<file path="config.mk">
export PLATFORM = sky130hd
export DESIGN_NAME = lock_guard
export DESIGN_NICKNAME = d
export VERILOG_FILES = /design/src/rtl/lock_guard_pkg.sv /design/src/rtl/lock_bit_store.sv /design/src/rtl/lock_level_dec.sv /design/src/rtl/ea_latch_chk.sv /design/src/rtl/lock_guard.sv
export SDC_FILE = /design/constraint.sdc
export NUM_CORES = 1
export LEC_CHECK = 0
export ABC_AREA = 1
export BUFFER_PORTS_ARGS = -buffer_cell sky130_fd_sc_hd__buf_2
export CAP_MARGIN = 20
export CORE_AREA = 3 3 40 42
export CTS_CLUSTER_SIZE = 14
export DETAILED_ROUTE_END_ITERATION = 8
export DIE_AREA = 0 0 43 45
export PLACE_DENSITY = 0.34
export SLEW_MARGIN = 20
export SYNTH_ARGS = -nofsm -noshare
export SYNTH_HDL_FRONTEND = slang
export SYNTH_HIERARCHICAL = 1
export SYNTH_SLANG_ARGS = --single-unit
</file>
<file path="constraint.sdc">
create_clock -name clk_i -period 1.1 [get_ports clk_i]
set_input_delay 0.22 -clock clk_i [delete_from_list [all_inputs] [get_ports clk_i]]
set_output_delay 0.22 -clock clk_i [all_outputs]
set_load 0.02 [all_outputs]
</file>
<file path="src/rtl/lock_guard_pkg.sv">
package lock_guard_pkg;
  localparam int unsigned NUM_LOCK = 3;
  localparam int unsigned LVL_W    = $clog2(NUM_LOCK + 1);

  typedef logic [NUM_LOCK-1:0] lock_vec_t;
  typedef logic [LVL_W-1:0]    lvl_t;

  // thresholds at which each restriction starts
  localparam lvl_t LVL_NO_PROG   = lvl_t'(1);
  localparam lvl_t LVL_NO_VERIFY = lvl_t'(2);
  localparam lvl_t LVL_NO_EXT    = lvl_t'(3);

  typedef struct packed {
    logic prog_en;
    logic verify_en;
    logic tbl_int_ok;
    logic ext_exec_ok;
  } perm_t;
endpackage

</file>
<file path="src/rtl/lock_bit_store.sv">
module lock_bit_store
  import lock_guard_pkg::*;
(
  input  logic      clk_i,
  input  logic      rst_ni,
  input  logic      wr_i,
  input  lock_vec_t set_i,
  input  logic      erase_i,
  output lock_vec_t bits_o
);
  lock_vec_t bits_q;

  // non-volatile: deliberately not cleared by rst_ni
  for (genvar g = 0; g < NUM_LOCK; g++) begin : g_bit
    always_ff @(posedge clk_i) begin
      if (erase_i)                bits_q[g] <= 1'b0;
      else if (wr_i && set_i[g])  bits_q[g] <= 1'b1;
    end
  end

  assign bits_o = bits_q;

  p_erase_clears_r3: assert property (@(posedge clk_i) disable iff (!rst_ni)
    $past(erase_i) |-> (bits_q == '0));

  p_only_set_r2: assert property (@(posedge clk_i) disable iff (!rst_ni)
    !$past(erase_i) |-> ((bits_q & $past(bits_q)) == $past(bits_q)));

  p_no_write_stable_r2: assert property (@(posedge clk_i) disable iff (!rst_ni)
    (!$past(erase_i) && !$past(wr_i)) |-> $stable(bits_q));
endmodule

</file>
<file path="src/rtl/lock_level_dec.sv">
module lock_level_dec
  import lock_guard_pkg::*;
(
  input  logic      clk_i,
  input  logic      rst_ni,
  input  lock_vec_t bits_i,
  input  logic      fetch_ext_i,
  output lvl_t      lvl_o,
  output perm_t     perm_o
);
  lvl_t lvl;

  // highest programmed bit sets the level
  always_comb begin
    lvl = '0;
    for (int i = 0; i < NUM_LOCK; i++) begin
      if (bits_i[i]) lvl = lvl_t'(i + 1);
    end
  end

  always_comb begin
    perm_o.prog_en     = (lvl < LVL_NO_PROG);
    perm_o.verify_en   = (lvl < LVL_NO_VERIFY);
    perm_o.ext_exec_ok = (lvl < LVL_NO_EXT);
    perm_o.tbl_int_ok  = !(fetch_ext_i && (lvl >= LVL_NO_PROG));
  end

  assign lvl_o = lvl;

  p_any_bit_blocks_prog_r5: assert property (@(posedge clk_i) disable iff (!rst_ni)
    (|bits_i) |-> !perm_o.prog_en);

  p_upper_bits_block_verify_r6: assert property (@(posedge clk_i) disable iff (!rst_ni)
    (|bits_i[NUM_LOCK-1:1]) |-> !perm_o.verify_en);

  p_top_bit_blocks_ext_r7: assert property (@(posedge clk_i) disable iff (!rst_ni)
    bits_i[NUM_LOCK-1] |-> !perm_o.ext_exec_ok);

  p_open_all_allowed_r1: assert property (@(posedge clk_i) disable iff (!rst_ni)
    (bits_i == '0) |-> (perm_o.prog_en && perm_o.verify_en &&
                        perm_o.ext_exec_ok && perm_o.tbl_int_ok));

  p_internal_table_ok_r5: assert property (@(posedge clk_i) disable iff (!rst_ni)
    !fetch_ext_i |-> perm_o.tbl_int_ok);
endmodule

</file>
<file path="src/rtl/ea_latch_chk.sv">
module ea_latch_chk (
  input  logic clk_i,
  input  logic rst_ni,
  input  logic lb1_i,
  input  logic ea_pin_i,
  output logic mismatch_o
);
  logic ea_q;

  // sampled only while reset is held under protection; undefined before that
  always_ff @(posedge clk_i) begin
    if (!rst_ni && lb1_i) ea_q <= ea_pin_i;
  end

  assign mismatch_o = lb1_i && (ea_q != ea_pin_i);

  p_unlocked_no_flag_r10: assert property (@(posedge clk_i) disable iff (!rst_ni)
    !lb1_i |-> !mismatch_o);

  p_latch_holds_r9: assert property (@(posedge clk_i) disable iff (!rst_ni)
    ($past(rst_ni) && lb1_i && $past(lb1_i) && $stable(ea_pin_i)) |-> $stable(mismatch_o));
endmodule

</file>
<file path="src/rtl/lock_guard.sv">
module lock_guard
  import lock_guard_pkg::*;
(
  input  logic                clk_i,
  input  logic                rst_ni,
  input  logic                lock_wr_i,
  input  logic [NUM_LOCK-1:0] lock_set_i,
  input  logic                chip_erase_i,
  input  logic                ea_pin_i,
  input  logic                fetch_ext_i,
  output logic                prog_en_o,
  output logic                verify_en_o,
  output logic                tbl_int_ok_o,
  output logic                ext_exec_ok_o,
  output logic                ea_mismatch_o
);
  lock_vec_t bits;
  lvl_t      lvl;
  perm_t     perm;

  lock_bit_store i_store (
    .clk_i   (clk_i),
    .rst_ni  (rst_ni),
    .wr_i    (lock_wr_i),
    .set_i   (lock_set_i),
    .erase_i (chip_erase_i),
    .bits_o  (bits)
  );

  lock_level_dec i_dec (
    .clk_i       (clk_i),
    .rst_ni      (rst_ni),
    .bits_i      (bits),
    .fetch_ext_i (fetch_ext_i),
    .lvl_o       (lvl),
    .perm_o      (perm)
  );

  ea_latch_chk i_ea (
    .clk_i      (clk_i),
    .rst_ni     (rst_ni),
    .lb1_i      (bits[0]),
    .ea_pin_i   (ea_pin_i),
    .mismatch_o (ea_mismatch_o)
  );

  assign prog_en_o     = perm.prog_en;
  assign verify_en_o   = perm.verify_en;
  assign tbl_int_ok_o  = perm.tbl_int_ok;
  assign ext_exec_ok_o = perm.ext_exec_ok;

  p_level_order_r4: assert property (@(posedge clk_i) disable iff (!rst_ni)
    (lvl == LVL_NO_EXT) |-> (!prog_en_o && !verify_en_o && !ext_exec_ok_o));

  p_perm_monotone_r4: assert property (@(posedge clk_i) disable iff (!rst_ni)
    (verify_en_o |-> prog_en_o == (lvl == '0)) and (ext_exec_ok_o || !verify_en_o));
endmodule

</file>
# Word-level counts from Yosys, hierarchy flattened
# Cells that the tools add are included.
# Widths: inputs -> output; s select.
# classes
magnitude_cmp	4
eq_ne	1
mux	3
n_reduce_logical	8
# ops
cell	count
$logic_and 1x1->1	6
$lt 2x2->1 const B	2
$mux 2	2
$ge 2x1->1 const B	1
$logic_not 1->1	2
$lt 2x1->1 const B	1
$mux 1	1
$ne 1x1->1	1
# word_totals
ff_bits	4
wordCells	20

# Logic depth before layout (Yosys ltp)
# Gate-level depths: netlist of run 1.
# logic_depth
depth_word	6
mapped_depth	3
ltp_nobuf	3

# By module
# The synthesis of run 1 kept the hierarchy.
# by_module_without_submodules
mod	n_inst	cells_each	area_each_um2
lock_bit_store	1	12	97.6
ea_latch_chk	1	7	52.6
lock_level_dec	1	8	36.3

# Worst setup path after synthesis of run 1
# No wires, ideal clock.
# synth_path
path_type	register to output
startpoint	register i_store.bits_q[1] (netlist: i_store/bits_o[1])
endpoint	output tbl_int_ok_o
arrival_time_ps	823
setup_slack_ps	57
stages_incl_launch_ff	4
path_buffers	0
cell_sequence	dfxtp_1 -> nor2_2 -> nand2_2 -> nand2_1
# synth_between
elab_chain_len	5
# synth_lines
element	line	rtl
start, declared	lock_bit_store.sv:11	lock_vec_t bits_q;
start signal, assigned by index	lock_bit_store.sv:16	if (erase_i) bits_q[g] <= 1'b0;
start signal, assigned by index	lock_bit_store.sv:17	else if (wr_i && set_i[g]) bits_q[g] <= 1'b1;
$mux 2 (2 in series)	lock_level_dec.sv:17	if (bits_i[i]) lvl = lvl_t'(i + 1);
$ge 2x1->1	lock_level_dec.sv:25	perm_o.tbl_int_ok = !(fetch_ext_i && (lvl >= LVL_NO_PROG));
$logic_and 1x1->1	lock_level_dec.sv:25	
$logic_not 1->1	lock_level_dec.sv:25	
end, declared	lock_guard.sv:13	output logic tbl_int_ok_o,
# Every way passes these cells.

# Worst setup path in the final report of run 1
# layout_path
startpoint	register i_ea.ea_q
endpoint	output ea_mismatch_o
# layout_between
elab_chain_len	2
# layout_lines
element	line	rtl
start, declared	ea_latch_chk.sv:8	logic ea_q;
start signal, assigned	ea_latch_chk.sv:12	if (!rst_ni && lb1_i) ea_q <= ea_pin_i;
$ne 1x1->1	ea_latch_chk.sv:15	assign mismatch_o = lb1_i && (ea_q != ea_pin_i);
$logic_and 1x1->1	ea_latch_chk.sv:15	
end, declared	lock_guard.sv:15	output logic ea_mismatch_o
# Every way passes these cells.

==> results of run 1 <==
## power groups by stage
stage	Combinational (W)	Clock [W]	Sequential (W)
3_5_place_dp	0.0000795	0	0.000170
2_1_floorplan	0.0000459	0	0.000168
4_1_cts	0.000102	0.000215	0.000170
3_3_place_gp	0.0000800	0	0.000170
6_report	0.000111	0.000200	0.000171
5_1_grt	0.000124	0.000233	0.000172
## worst paths after layout
check / startpoint / end / depth (start not counted) / slack, ps
min: chip_erase_i / i_store/bits_o[0]$_SDFFE_PP0P_ / 2 / 160
max: i_ea/ea_q$_DFFE_PP_ / ea_mismatch_o / 4 / -70
min reg2reg: i_store/bits_o[0]$_SDFFE_PP0P_ / i_store/bits_o[0]$_SDFFE_PP0P_ / 2 / 470
max reg2reg: i_store/bits_o[0]$_SDFFE_PP0P_ / i_ea/ea_q$_DFFE_PP_ / 2 / 320
## through the flow
| stage | setup WS [ps] | instances |
|---|---|---|
| finish | -72.8 | 60 |
| global placement | 177 | 53 |
| detailed placement | 157 | 53 |
| global route | -168 | 60 |
| floorplan | 86.5 | 25 |
| CTS | -95.0 | 58 |
## final cells by class
cell class	count	area [sq um]	share of cell area
timing repair buffer	16	113	0.325
tap	15	18.8	0.0542
multi-input combinational	14	68.8	0.199
inverter	7	26.3	0.0758
sequential	4	93.8	0.271
clock buffer	4	26.3	0.0758
## cells in the final DEF, fill, tap and decap left out, drive strengths merged
cell    count
buf        16
nand2       7
dfxtp       3
clkbuf      4
inv         7
edfxtp      1
a21oi       3
nor2        4
## metal layers
metal	track usage	wire length, microns	vias up
li1	-	-	111
met1	0.0581	181	84
met2	0.0749	187	11
met3	0.0478	57	0
met4	0.0542	0	0
met5	0	0	-
## sequential cells by signal, summed over array words and instances, names as in the netlist
register,count
i_ea/ea_q,1
i_store/bits_o,3
## what timing repair did
item | 4_1_cts | 5_1_grt
hold buffers | 0 | 0
setup buffers | 1 | 2
hold endpoints to repair | 0 | 0
resized for setup | 11 | 3
endpoints found under the setup margin | 3 | 4
pin swaps | 1 | 2
## worst max-delay path, stage by stage (launching register included)
cell,delay [ps]
edfxtp_1,370
nand2_1,80
nand2_1,40
nor2_1,80
buf_4,140
==> metrics.txt, run 1 <==
RSZ-0062 raised after global routing=yes; Tot GR Track Use=0.0584; routed len/inst=approximately 7.1 microns; vias in the first global route=~190; clock power share=0.415; die width=approximately 43 microns; fill count=about 150; layout cells sized above 1=0.578; Util after Layout=0.270; detailed placer's ending HPWL=between 300 and 400 microns; P_sw=between 0.0001 and 0.00015 W; Root Buffer=clkbuf_4; critical path arrival=between 900 and 1000 ps; Final Worst Setup Slack=-72.8 ps; CTS tree=built; Final Max Slew Viols=0; Startpoint Class=flop; Initial Util=0.138; synthesis-to-layout area growth=95.1%; Core Rows=13; H-tree depth=1; clock tree sinks=4; PwrDens=~1400 mW/mm^2; Avg Cell Area, Syn=7.11 sq um; DRT Wirelength=between 400 and 500 microns; nets=55; Sequential Power Share=0.355; first-pass GRT wire length=approximately 750 microns; Setup Viol. Count Final=3; via count=206; Crit Path Class=reg2out; status=finished, violations left; drt via density=roughly 3.4; largest net degree at the start of global routing=5; total gr overflow=0; clock-pin slew on the worst setup and hold paths=around 40 ps; routability cong.=~0.57; switching part of the total=0.260; post-synthesis cell count=25; dpl cell area=262 sq um; core area=0.00128 sq mm; violated checks=setup timing; setup_tns=-96.1 ps; Num CTS Buffers=3; TritonRoute pass-1 iters=2; VDD IR max=roughly 0.5 mV; initial antenna violation count=0; die area=about 0.0019 sq mm; worst-case clock skew=0.0137 ps; I/O Buffers=13; P_int=roughly 0.00036 W; crit path max fanout=2; Post-DRT Antenna Nets=0; Comb power frac=0.230; crit end category=primary output; PnR Total Power=just under 0.0005 W; Period Utilization, post-route=1.07; fin crit period=approximately 1200 ps; Die Y=~45 microns; Max Clk Rate=around 0.85 GHz; MaxCap Viol Count=0; Net Count, Synth=34; worst-skew pair later-pin latency=240 ps; Worst Tran Pin Value=approximately 110 ps; CTS Buffer Depth=2; io pins=14; n_diodes=0; worst path required time=slightly below 900 ps; DRC viols=0; hold crit path type=in2reg; Fin. Hold Viols=0; Mapped Area=about 180 sq um; Hold Slack=161 ps; drt initial violations=5; Yosys warnings=6; Slew headroom=0.927; Final Cell Area=347 sq um; Pleak=approximately 0.17 nW
Note: power is estimated with default switching activity, not from simulation.
==> run 2: changes to the inputs <==
--- a/config.mk
+++ b/config.mk
@@ -8,11 +8,13 @@
 export ABC_AREA = 1
 export BUFFER_PORTS_ARGS = -buffer_cell sky130_fd_sc_hd__buf_2
 export CAP_MARGIN = 20
+export CELL_PAD_IN_SITES_DETAIL_PLACEMENT = 1
+export CELL_PAD_IN_SITES_GLOBAL_PLACEMENT = 2
 export CORE_AREA = 3 3 40 42
 export CTS_CLUSTER_SIZE = 14
 export DETAILED_ROUTE_END_ITERATION = 8
 export DIE_AREA = 0 0 43 45
-export PLACE_DENSITY = 0.34
+export PLACE_DENSITY = 0.61
 export SLEW_MARGIN = 20
 export SYNTH_ARGS = -nofsm -noshare
 export SYNTH_HDL_FRONTEND = slang
==> metrics.txt, run 2 (synthesis gave the netlist of run 1 again) <==
status=finished, violations left (unchanged); Core Rows=13 (unchanged); Startpoint Class=flop (unchanged); crit end category=primary output (unchanged); crit path max fanout=2 (unchanged); clock-pin slew on the worst setup and hold paths=40 ps (about the same); Final Max Slew Viols=0 (unchanged); MaxCap Viol Count=0 (unchanged); first-pass GRT wire length=876 microns (was 745 microns); Pleak=0.165 nW (was 0.174 nW); layout cells sized above 1=0.535 (was 0.578); I/O Buffers=13 (unchanged); CTS tree=built (unchanged); drt initial violations=0 (was 5); clock tree sinks=4 (unchanged); Fin. Hold Viols=0 (unchanged); detailed placer's ending HPWL=407 microns (was 331 microns); TritonRoute pass-1 iters=1 (was 2); die area=0.00194 sq mm (unchanged); worst path required time=880 ps (about the same); CTS Buffer Depth=2 (unchanged); Final Worst Setup Slack=-112 ps (was -72.8 ps); fin crit period=1210 ps (was 1170 ps); PwrDens=1410 mW/mm^2 (was 1390 mW/mm^2); Worst Tran Pin Value=145 ps (was 109 ps); DRC viols=0 (unchanged); nets=53 (was 55); Initial Util=0.138 (unchanged); worst-skew pair later-pin latency=240 ps (about the same); drt via density=3.71 (was 3.43); die width=43 microns (unchanged); io pins=14 (unchanged); hold crit path type=in2reg (unchanged); vias in the first global route=244 (was 192); synthesis-to-layout area growth=88.7% (was 95.1%); worst-case clock skew=0.0537 ps (was 0.0137 ps); Root Buffer=clkbuf_4 (unchanged); Die Y=45 microns (unchanged); Slew headroom=0.903 (was 0.927); H-tree depth=1 (unchanged); Post-DRT Antenna Nets=0 (unchanged); critical path arrival=990 ps (was 950 ps); RSZ-0062 raised after global routing=yes (unchanged); violated checks=setup timing (unchanged); Cell Count, Final, Fillers Out=58 (was 60); Comb power frac=0.229 (was 0.230); max reg flops=3 (unchanged); Crit Path Class=reg2out (unchanged); largest net degree at the start of global routing=5 (unchanged); Max Clk Rate=0.825 GHz (was 0.853 GHz); clock power share=0.414 (was 0.415); initial antenna violation count=0 (unchanged); Period Utilization, post-route=1.10 (was 1.07); n_diodes=0 (unchanged); routed len/inst=8.66 microns (was 7.10 microns); PnR Total Power=0.000474 W (was 0.000482 W); P_sw=0.000123 W (was 0.000126 W); total gr overflow=0 (unchanged); Sequential Power Share=0.357 (was 0.355); VDD IR max=0.457 mV (was 0.498 mV); Final Cell Area=335 sq um (was 347 sq um); Tot GR Track Use=0.0650 (was 0.0584); routability cong.=0.600 (was 0.572); core area=0.00128 sq mm (unchanged); DRT Wirelength=502 microns (was 426 microns); Setup Viol. Count Final=3 (unchanged); most frequent cells in the layout=buf_2, inv_1, nand2_1, buf_6 (unchanged); dpl cell area=262 sq um (unchanged); via count=215 (was 206); cts-stage hold buffer count=0 (unchanged); most common cell after layout, fill and taps aside=buf_2 (unchanged); Placed Cells=53 (unchanged); Num CTS Buffers=3 (unchanged); P_int=0.000351 W (was 0.000356 W); switching part of the total=0.260 (about the same)
[run 2: changes by cell type in the layout (fill, tap and decap cells not counted), sizes merged]
| cell | previous run | this run |
|---|---|---|
| buf | 16 | 14 |
[run 2: area by class of cell]
type | instances | area, sq um
multi-input combinational | 14 | 68.8
sequential | 4 | 95.1
inverter | 7 | 26.3
tap | 15 | 18.8
clock buffer | 4 | 26.3
fill | 170 | 950
timing repair buffer | 14 | 100
[run 2: worst paths after layout]
path | from | to | slack (ps) | cells past startpoint
setup / recovery | i_ea/ea_q$_DFFE_PP_ | ea_mismatch_o | -110 | 4
hold / removal | chip_erase_i | i_store/bits_o[0]$_SDFFE_PP0P_ | 160 | 2
setup reg to reg | i_store/bits_o[0]$_SDFFE_PP0P_ | i_ea/ea_q$_DFFE_PP_ | 340 | 2
hold reg to reg | i_store/bits_o[0]$_SDFFE_PP0P_ | i_store/bits_o[0]$_SDFFE_PP0P_ | 460 | 2
[run 2: per-layer routing]
metal / vias up / global-route usage / routed length (microns) / part of all wire
li1: 109 / - / - / -
met1: 93 / 0.0556 / 151 / 0.30
met2: 11 / 0.111 / 274 / 0.55
met3: 2 / 0.0359 / 66 / 0.13
met4: 0 / 0.0542 / 9 / 0.018
met5: - / 0 / 0 / 0
[run 2: worst max-delay path, cell delays in order (launching register included)]
cell and delay (ps):
edfxtp_1 380, nand2_1 80, nand2_1 50, nor2_1 90, buf_4 150
[run 2: metrics by stage]
step | hold WS, ps | utilization | setup slack [ps] | TNS [ps]
final | 161 | 0.261 | -112 | -207
after global routing | 175 | 0.261 | -214 | -392
after CTS | 151 | 0.251 | -138 | -192
after detailed placement | 415 | 0.204 | 113 | 0
after global placement | 406 | 0.204 | 182 | 0
after floorplan | 289 | - | 86.5 | 0
[run 2: timing repair]
| item | in CTS | in global routing |
|---|---|---|
| endpoints found under the setup margin | 3 | 4 |
| pin swaps | 1 | 0 |
| buffers inserted | 1 | 0 |
| gates resized for setup | 11 | 4 |
| cloned | 0 | 0 |
[run 2: power groups by stage]
stage	clock network, W	registers, W	logic [W]
after CTS	0.000209	0.000170	0.000105
after detailed placement	0	0.000170	0.0000821
after floorplan	0	0.000168	0.0000459
after global placement	0	0.000169	0.0000787
final	0.000196	0.000170	0.000109
after global routing	0.000215	0.000171	0.000120
==> run 3: changes to the inputs <==
--- a/config.mk
+++ b/config.mk
@@ -10,11 +10,12 @@
 export CAP_MARGIN = 20
 export CELL_PAD_IN_SITES_DETAIL_PLACEMENT = 1
 export CELL_PAD_IN_SITES_GLOBAL_PLACEMENT = 2
-export CORE_AREA = 3 3 40 42
+export CORE_AREA = 2 2 39 41
 export CTS_CLUSTER_SIZE = 14
 export DETAILED_ROUTE_END_ITERATION = 8
-export DIE_AREA = 0 0 43 45
+export DIE_AREA = 0 0 41 43
 export PLACE_DENSITY = 0.61
+export SKIP_LAST_GASP = 1
 export SLEW_MARGIN = 20
 export SYNTH_ARGS = -nofsm -noshare
 export SYNTH_HDL_FRONTEND = slang
==> constraint.sdc (replaced) <==
create_clock -name clk_i -period 1.4 [get_ports clk_i]
set_input_delay 0.28 -clock clk_i [delete_from_list [all_inputs] [get_ports clk_i]]
set_output_delay 0.28 -clock clk_i [all_outputs]
set_load 0.02 [all_outputs]
==> metrics.txt, run 3 (synthesis gave the netlist of run 1 again) <==
status=completed (was finished, violations left); initial antenna violation count=0 (unchanged); die area=0.00176 sq mm (was 0.00194 sq mm); drt via density=3.41 (was 3.71); Comb power frac=0.178 (was 0.229); Crit Path Class=reg2out (unchanged); dpl cell area=263 sq um (was 262 sq um); Final Cell Area=289 sq um (was 335 sq um); vias in the first global route=171 (was 244); io pins=14 (unchanged); Core Rows=14 (was 13); nets=52 (was 53); layout cells sized above 1=0.429 (was 0.535); Pleak=0.148 nW (was 0.165 nW); first-pass GRT wire length=614 microns (was 876 microns); worst-case clock skew=0.0450 ps (was 0.0537 ps); Die Y=43 microns (was 45 microns); largest net degree at the start of global routing=5 (unchanged); clock-pin slew on the worst setup and hold paths=40 ps (about the same); H-tree depth=1 (unchanged); fill count=183 (was 170); routed len/inst=7.03 microns (was 8.66 microns); Final Max Slew Viols=0 (unchanged); Num CTS Buffers=3 (unchanged); Place WS=383 ps (was 113 ps); Max Clk Rate=0.798 GHz; max reg flops=3 (unchanged); via count=198 (was 215); PwrDens=1200 mW/mm^2 (was 1410 mW/mm^2); cts-stage hold buffer count=0 (unchanged); TritonRoute pass-1 iters=2 (was 1); Fin. Hold Viols=0 (unchanged); Resize count post-CTS=0 (was 11); clock tree sinks=4 (unchanged); total gr overflow=0 (unchanged); Tot GR Track Use=0.0573 (was 0.0650); synthesis-to-layout area growth=62.7% (was 88.7%); MaxCap Viol Count=0 (unchanged); clock power share=0.443 (was 0.414); Root Buffer=clkbuf_4 (unchanged); fin crit period=1250 ps; hold crit path type=in2reg (unchanged); P_int=0.000258 W (was 0.000351 W); drt initial violations=3 (was 0); CTS Buffer Depth=2 (unchanged); core area=0.00138 sq mm (was 0.00128 sq mm); Final Worst Setup Slack=147 ps (was -112 ps); Period Utilization, post-route=0.895; DRT Wirelength=408 microns (was 502 microns); crit path max fanout=2 (unchanged); Slew headroom=0.912 (was 0.903); most common cell after layout, fill and taps aside=buf_2 (unchanged); n_diodes=0 (unchanged); RSZ-0062 raised after global routing=no (was yes); P_sw=0.0000892 W (was 0.000123 W); worst path required time=1120 ps (was 880 ps); I/O Buffers=13 (unchanged); PnR Total Power=0.000347 W (was 0.000474 W); Sequential Power Share=0.379 (was 0.357); most frequent cells in the layout=buf_2, inv_1, nand2_1 (was buf_2, inv_1, nand2_1, buf_6); worst-skew pair later-pin latency=230 ps (was 240 ps); switching part of the total=0.257 (was 0.260); crit end category=primary output (unchanged); Worst Tran Pin Value=132 ps (was 145 ps); DRC viols=0 (unchanged); CTS tree=built (unchanged); Startpoint Class=flop (unchanged); VDD IR max=0.325 mV (was 0.457 mV); Setup Viol. Count Final=0 (was 3); routability cong.=0.578 (was 0.600); post-CTS setup buffers=0 (was 1); die width=41 microns (was 43 microns); Post-DRT Antenna Nets=0 (unchanged); setup_tns=0 ps (was -207 ps); critical path arrival=970 ps (was 990 ps); Initial Util=0.128 (was 0.138)
[run 3: routing by layer]
metal  up-vias  track usage  wire length (microns)
met2        10       0.0656                    170
met1        82       0.0581                    187
met4         0       0.0400                      0
li1        106            -                      -
met5         -            0                      0
met3         0       0.0628                     51
[run 3: power groups by stage]
stage	sequential, W	combinational [W]	clock [W]
after floorplan	0.000132	0.0000361	0
after global placement	0.000134	0.0000628	0
after detailed placement	0.000134	0.0000630	0
after CTS	0.000132	0.0000632	0.000164
after global routing	0.000133	0.0000679	0.000172
final	0.000132	0.0000617	0.000154
[run 3: worst paths after layout]
path | start | endpoint | slack [ps] | depth (start not counted)
worst min register to register | i_store/bits_o[1]$_SDFFE_PP0P_ | i_store/bits_o[1]$_SDFFE_PP0P_ | 460 | 2
worst max-delay path | i_ea/ea_q$_DFFE_PP_ | ea_mismatch_o | 150 | 4
worst min-delay path | chip_erase_i | i_store/bits_o[0]$_SDFFE_PP0P_ | 240 | 2
worst max register to register | i_store/bits_o[0]$_SDFFE_PP0P_ | i_ea/ea_q$_DFFE_PP_ | 590 | 2
[run 3: critical path: stages (launching register included)]
cell and delay (ps):
edfxtp_1 380, nand2_1 80, nand2_1 40, nor2_1 80
buf_2 160
[run 3: cell type report]
class | count | area (sq um) | share of cell area
Sequential cell | 4 | 90.1 | 0.312
Timing Repair Buffer | 13 | 65.1 | 0.225
Multi-Input combinational cell | 14 | 61.3 | 0.212
Clock buffer | 4 | 26.3 | 0.0909
Inverter | 7 | 26.3 | 0.0909
Tap cell | 16 | 20.0 | 0.0693
[run 3: metrics by stage]
stage	std cells	hold WS, ps	util
after floorplan	25	349	-
final	58	240	0.209
after detailed placement	54	455	0.190
after global placement	54	453	0.190
after CTS	58	232	0.209
after global routing	58	236	0.209
